`config.mk`:
```
export PLATFORM = sky130hd
export DESIGN_NAME = ext_bus_arbiter
export DESIGN_NICKNAME = d
export VERILOG_FILES = /design/src/rtl/arb_pkg.sv /design/src/rtl/arb_req_mask.sv /design/src/rtl/arb_prio_pick.sv /design/src/rtl/arb_fsm.sv /design/src/rtl/arb_bus_drive.sv /design/src/rtl/ext_bus_arbiter.sv
export SDC_FILE = /design/constraint.sdc
export NUM_CORES = 1
export LEC_CHECK = 0
export BUFFER_PORTS_ARGS = -buffer_cell sky130_fd_sc_hd__clkbuf_2
export CELL_PAD_IN_SITES_DETAIL_PLACEMENT = 1
export CELL_PAD_IN_SITES_GLOBAL_PLACEMENT = 1
export CORE_UTILIZATION = 31
export CTS_CLUSTER_SIZE = 16
export DETAILED_ROUTE_END_ITERATION = 16
export PLACE_DENSITY_LB_ADDON = 0.1
export SETUP_SLACK_MARGIN = 0.02
export SYNTH_ARGS = -nofsm -noshare
export SYNTH_HDL_FRONTEND = slang
export SYNTH_SLANG_ARGS = --single-unit
```
`constraint.sdc`:
```
create_clock -name clk -period 4.9 [get_ports clk]
set_input_delay 0.98 -clock clk [delete_from_list [all_inputs] [get_ports clk]]
set_output_delay 0.98 -clock clk [all_outputs]
set_load 0.02 [all_outputs]
```
`src/rtl/arb_pkg.sv`:
```
// Shared types for the external bus arbiter.
// Assumes: nothing beyond IEEE 1800-2017 synthesizable constructs.
package arb_pkg;

    // Ownership states of the shared bus.
    typedef enum logic [1:0] {
        ST_IDLE     = 2'd0,
        ST_EXT_OWN  = 2'd1,
        ST_INT_WAIT = 2'd2,
        ST_INT_OWN  = 2'd3
    } arb_state_e;

endpackage

```
`src/rtl/arb_req_mask.sv`:
```
// Eligibility mask for internal requests.
// While halt is high, only the refresh requester stays eligible; all
// other requests are masked off. Assumes REFRESH_IDX < N_INT.
module arb_req_mask #(
    parameter int N_INT       = 3,
    parameter int REFRESH_IDX = 2
) (
    input  logic             halt,
    input  logic [N_INT-1:0] req_in,
    output logic [N_INT-1:0] req_elig
);

    genvar g;
    generate
        for (g = 0; g < N_INT; g++) begin : g_mask
            if (g == REFRESH_IDX) begin : g_refresh
                // Refresh is always eligible.
                assign req_elig[g] = req_in[g];
            end else begin : g_dma
                // DMA sources are blocked while halted.
                assign req_elig[g] = req_in[g] & ~halt;
            end
        end
    endgenerate

endmodule

```
`src/rtl/arb_prio_pick.sv`:
```
// Highest-level selector over eligible internal requests.
// Strict comparison means the lowest index wins among equal levels.
// Assumes level k occupies prio_flat[k*PW +: PW].
module arb_prio_pick #(
    parameter int N_INT = 3,
    parameter int PW    = 3,
    localparam int IW   = (N_INT > 1) ? $clog2(N_INT) : 1
) (
    input  logic [N_INT-1:0]    req_elig,
    input  logic [N_INT*PW-1:0] prio_flat,
    output logic                any_req,
    output logic [IW-1:0]       best_idx,
    output logic [PW-1:0]       best_prio
);

    // Linear scan for the maximum level, lowest index first.
    always_comb begin
        any_req   = 1'b0;
        best_idx  = '0;
        best_prio = '0;
        for (int k = 0; k < N_INT; k++) begin
            if (req_elig[k] && (!any_req || prio_flat[k*PW +: PW] > best_prio)) begin
                any_req   = 1'b1;
                best_idx  = IW'(k);
                best_prio = prio_flat[k*PW +: PW];
            end
        end
    end

endmodule

```
`src/rtl/arb_fsm.sv`:
```
// Ownership state machine for the shared bus.
// Assumes any_int/best_prio describe eligible requests only. Ties with
// the host level favour the present owner; from idle they favour the host.
module arb_fsm #(
    parameter int PW = 3
) (
    input  logic               clk,
    input  logic               rst_n,
    input  logic               ext_req,
    input  logic [PW-1:0]      ext_prio,
    input  logic               locked,
    input  logic               busy_in_n,
    input  logic               any_int,
    input  logic [PW-1:0]      best_prio,
    output arb_pkg::arb_state_e state,
    output logic               take_bus
);
    import arb_pkg::*;

    arb_state_e nxt;
    logic       int_beats_ext;
    logic       ext_beats_int;

    // Strict comparisons in both directions: equal levels never preempt.
    assign int_beats_ext = any_int && (best_prio > ext_prio);
    assign ext_beats_int = ext_req && (!any_int || (ext_prio > best_prio));

    // Next-state selection.
    always_comb begin
        nxt = state;
        unique case (state)
            ST_IDLE: begin
                if (any_int && (!ext_req || int_beats_ext)) nxt = ST_INT_WAIT;
                else if (ext_req)                           nxt = ST_EXT_OWN;
            end
            ST_EXT_OWN: begin
                if (int_beats_ext && !locked) nxt = ST_INT_WAIT;
                else if (!ext_req)            nxt = any_int ? ST_INT_WAIT : ST_IDLE;
            end
            ST_INT_WAIT: begin
                if (!any_int)       nxt = ext_req ? ST_EXT_OWN : ST_IDLE;
                else if (busy_in_n) nxt = ST_INT_OWN;
            end
            ST_INT_OWN: begin
                if (ext_beats_int)  nxt = ST_EXT_OWN;
                else if (!any_int)  nxt = ST_IDLE;
            end
            default: nxt = ST_IDLE;
        endcase
    end

    // Entry strobe into internal ownership.
    assign take_bus = (state == ST_INT_WAIT) && (nxt == ST_INT_OWN);

    // State register with synchronous reset.
    always_ff @(posedge clk) begin
        if (!rst_n) state <= ST_IDLE;
        else        state <= nxt;
    end

endmodule

```
`src/rtl/arb_bus_drive.sv`:
```
// Output stage: grant and busy drive decoded from state, plus the
// one-cycle winner pulse registered on entry to internal ownership.
// Assumes take_bus is a single-cycle strobe from the state machine.
module arb_bus_drive #(
    parameter int N_INT = 3,
    localparam int IW   = (N_INT > 1) ? $clog2(N_INT) : 1
) (
    input  logic               clk,
    input  logic               rst_n,
    input  arb_pkg::arb_state_e state,
    input  logic               take_bus,
    input  logic [IW-1:0]      best_idx,
    output logic               ext_grant,
    output logic               busy_n_out,
    output logic               busy_oe,
    output logic [N_INT-1:0]   int_granted
);
    import arb_pkg::*;

    logic [N_INT-1:0] win_dec;

    // Grant and busy lines come straight from the state register.
    assign ext_grant  = (state == ST_EXT_OWN);
    assign busy_oe    = (state == ST_INT_OWN);
    assign busy_n_out = ~busy_oe;

    genvar g;
    generate
        for (g = 0; g < N_INT; g++) begin : g_dec
            // One-hot decode of the selected winner.
            assign win_dec[g] = (best_idx == IW'(g));
        end
    endgenerate

    // Winner pulse, one cycle, aligned with the first owned cycle.
    always_ff @(posedge clk) begin
        if (!rst_n)        int_granted <= '0;
        else if (take_bus) int_granted <= win_dec;
        else               int_granted <= '0;
    end

endmodule

```
`src/rtl/ext_bus_arbiter.sv`:
```
// Top level: arbitrates one external bus between a host processor and
// N_INT internal masters. Assumes busy_in_n is already synchronous to clk.
module ext_bus_arbiter #(
    parameter int N_INT       = 3,
    parameter int PW          = 3,
    parameter int REFRESH_IDX = 2
) (
    input  logic                clk,
    input  logic                rst_n,
    input  logic                ext_req,
    input  logic [PW-1:0]       ext_prio,
    input  logic                locked,
    input  logic                halt,
    input  logic                busy_in_n,
    input  logic [N_INT-1:0]    int_req,
    input  logic [N_INT*PW-1:0] int_prio,
    output logic                ext_grant,
    output logic                busy_n_out,
    output logic                busy_oe,
    output logic [N_INT-1:0]    int_granted
);
    import arb_pkg::*;

    localparam int IW = (N_INT > 1) ? $clog2(N_INT) : 1;

    logic [N_INT-1:0] req_elig;
    logic             any_int;
    logic [IW-1:0]    best_idx;
    logic [PW-1:0]    best_prio;
    arb_state_e       state;
    logic             take_bus;

    arb_req_mask #(.N_INT(N_INT), .REFRESH_IDX(REFRESH_IDX)) u_mask (
        .halt     (halt),
        .req_in   (int_req),
        .req_elig (req_elig)
    );

    arb_prio_pick #(.N_INT(N_INT), .PW(PW)) u_pick (
        .req_elig  (req_elig),
        .prio_flat (int_prio),
        .any_req   (any_int),
        .best_idx  (best_idx),
        .best_prio (best_prio)
    );

    arb_fsm #(.PW(PW)) u_fsm (
        .clk       (clk),
        .rst_n     (rst_n),
        .ext_req   (ext_req),
        .ext_prio  (ext_prio),
        .locked    (locked),
        .busy_in_n (busy_in_n),
        .any_int   (any_int),
        .best_prio (best_prio),
        .state     (state),
        .take_bus  (take_bus)
    );

    arb_bus_drive #(.N_INT(N_INT)) u_drive (
        .clk         (clk),
        .rst_n       (rst_n),
        .state       (state),
        .take_bus    (take_bus),
        .best_idx    (best_idx),
        .ext_grant   (ext_grant),
        .busy_n_out  (busy_n_out),
        .busy_oe     (busy_oe),
        .int_granted (int_granted)
    );

endmodule

```
==> impl_metrics.toml <==
[drt]
vias = 672
first_pass_iters = 2
ant_nets = 0
wl_per_cell_um = 11.7
vias_per_cell = 5.09
drt_iter0_markers = 2
wirelength_um = 1550
drc_errors = 0

[sta]
drv_slew = 0
layout_min_cycle_time_ns = 4.58
finalSetupViolations = 0
rsz0062_at_grt = "false"
layout_setup_ws_ns = 0.320
worst_pin_slew_ns = 0.318
finalCritPeriodShare_pct = 93.5
fmax_mhz = 218
slew_headroom_pct = 78.6
hold_viol = 0
fin_skew_ns = 0.00386

[floorplan]
dieArea_um2 = 2020
start_util_pct = 33.2
core_area_um2 = 1730
rows = 15
die_x_um = 45.0
num_io_pins = 27
die_h_um = 45.0

[grt]
use_met1_pct = 19.4
antenna_found_initial = 0
overflow = 0
grt_pass1_vias = 631
grt_max_degree = 8
grt_use_met2_pct = 30.4
top_usage_layer = "met2"
grtUsageTotal_pct = 16.4
grt_util_met3_pct = 1.60
grt_pass1_wl_um = 2460

[hold_path]
holdPathStages = 2
hold_end = "u_fsm.state[1]"
holdCritStartpoint = "u_fsm.state[1]"
hp-class = "reg2reg"

[run_status]
status = "finished clean"

[final_layout]
n_antenna_cell = 0
layout_common_cells = "clkbuf_2 (26), inv_1 (9), ha_1 (9)"
final_common_cell = "clkbuf_2"
layout-drive-gt1-share_pct = 33.6
postLayoutCellArea_um2 = 783
area_delta_synth_final_pct = 36.7
fin_nets = 138

[clocking]
clkLatencyLatePin_ns = 0.24
cts_setup_buffers = 0
clock_path_buffers = 2
numCtsBuffers = 3
cts_sinks = 5
htreeDepth = 1
cts_tree = "yes"
ctsRootBufferMaster = "clkbuf_4"
cts.clk_slew.worst_paths_ns = 0.05

[placement]
placed_area_um2 = 757
pre_cts_ws_ns = -0.0233
port_buffers = 26
hpwlAfterDp_um = 1330
place.gp.congestion = 0.783

[power]
vdd_drop_max_v = 0.0000645
power_frac_clock_pct = 28.8
netSwitchingPower_uw = 56.0
swShare_pct = 34.7
combPwrFrac_pct = 42.5
p_total_uw = 161
sequentialPowerShare_pct = 28.7
cellPowerDensity_nw_per_um2 = 206
power.internal_uw = 105
p_leak_nw = 0.397

[synth]
synth_edf_count = 0
synthCells = 74
postSynthRegisterBits = 5
async_flop_share_pct = 0
yosysUniqueCellTypes = 28
yosysSeqAreaShare_pct = 17.5
yosys.area.top_type_share_pct = 19.7
syn_area_um2 = 573
synth_nets = 104
yosys-top-cells-area = "ha_1 (20%), dfxtp_1 (17%), inv_1 (5.9%), nand2_1 (4.6%), a21oi_1 (4.4%)"
synth.largest_area_cell = "ha_1"
yosys_warnings = 0
avgSynthCellArea_um2 = 7.74
synthFlopType = "dfxtp_1"

[critical_path]
critPathLaunch = "halt"
rr_worst_depth = 4
cp_max_fo = 5
required_ns = 5.00
reg2reg_slack_ns = 3.76
crit_path_end_kind = "flip-flop"
path_class = "in2reg"
cp_data_arrival_time_ns = 4.68
crit_path_start_kind = "primary input"
reg2reg_from = "u_fsm.state[0]"
reg2reg_to = "u_fsm.state[0]"

[job]
maxCapViolCount = 0
## worst max path at each step
stage | endpoint | slack (ns) | cells after the start
2_1_floorplan | u_fsm.state[0] | 0.45 | 19
3_3_place_gp | u_fsm.state[0] | 0.12 | 20
3_5_place_dp | u_fsm.state[0] | -0.02 | 20
4_1_cts | u_fsm.state[0] | 0.24 | 20
5_1_grt | u_fsm.state[0] | 0.1 | 20
6_report | u_fsm.state[0] | 0.32 | 20
## sequential cells by signal, summed over array words and instances (netlist names)
| signal | count |
|---|---|
| u_drive.int_granted | 3 |
| u_fsm.state | 2 |
## critical path, stage by stage
cell	delay, ns
clkbuf_2	0.08
and2b_2	0.21
nand2_1	0.07
ha_1	0.31
and3b_1	0.16
o21ai_1	0.08
or2_2	0.31
a32o_1	0.29
nand2_1	0.08
ha_1	0.24
a41o_1	0.27
a31oi_4	0.21
nor2_1	0.09
a22oi_1	0.19
ha_1	0.30
a21oi_1	0.15
o21ai_1	0.13
a211o_1	0.32
o311ai_0	0.09
a21boi_0	0.13
## cell type report
type                       instances  area, um^2
fill                             245         943
multi-input combinational         60         439
timing repair buffer              29         153
sequential                         5         100
inverter                           9        33.8
tap                               25        31.3
clock buffer                       4        26.3
## cells in the mapped netlist, drive strengths merged, types with 4 or more instances
library cell and count:
a21oi 5, dfxtp 5, ha 9, inv 9, nand2 7, nand3 4, nor2 6, o21ai 5
## cells by family (layout without fill, tap and decap cells)
family          Yosys count  in the layout  synth area share (%)
simple gates             27             27                  23.8
flops                     5              5                  17.5
buf+inv                   9             42                  5.89
compound gates           24             24                  33.2
fa+ha+maj                 9              9                  19.7
## layer usage
layer	up-vias	part of all wire [%]
met5	-	0
met3	2	4.2
met2	15	50
met1	315	45
met4	0	0.65
li1	340	-
## stage by stage
| step | TNS [ns] | hold slack (ns) | util [%] | std cells |
|---|---|---|---|---|
| after floorplan | 0 | 0.562 | - | 74 |
| after global placement | 0 | 0.616 | 43.8 | 128 |
| after detailed placement | -0.0233 | 0.630 | 43.8 | 128 |
| after CTS | 0 | 0.641 | 45.4 | 132 |
| after global routing | 0 | 0.701 | 45.4 | 132 |
| final | 0 | 0.636 | 45.4 | 132 |
## power by group through the flow
stage / Sequential [mW] / Combinational [mW] / Clock (mW)
floorplan: 0.0464 / 0.0425 / 0
global placement: 0.0469 / 0.0652 / 0
detailed placement: 0.0468 / 0.0679 / 0
CTS: 0.0462 / 0.0688 / 0.0475
global route: 0.0465 / 0.0768 / 0.0492
finish: 0.0462 / 0.0684 / 0.0464
## timing repair
item | in CTS | in global routing
endpoints found under the setup margin | 0 | 1
resized for setup | 0 | 1
hold buffers | 0 | 0
(Power assumes the default switching activity.)
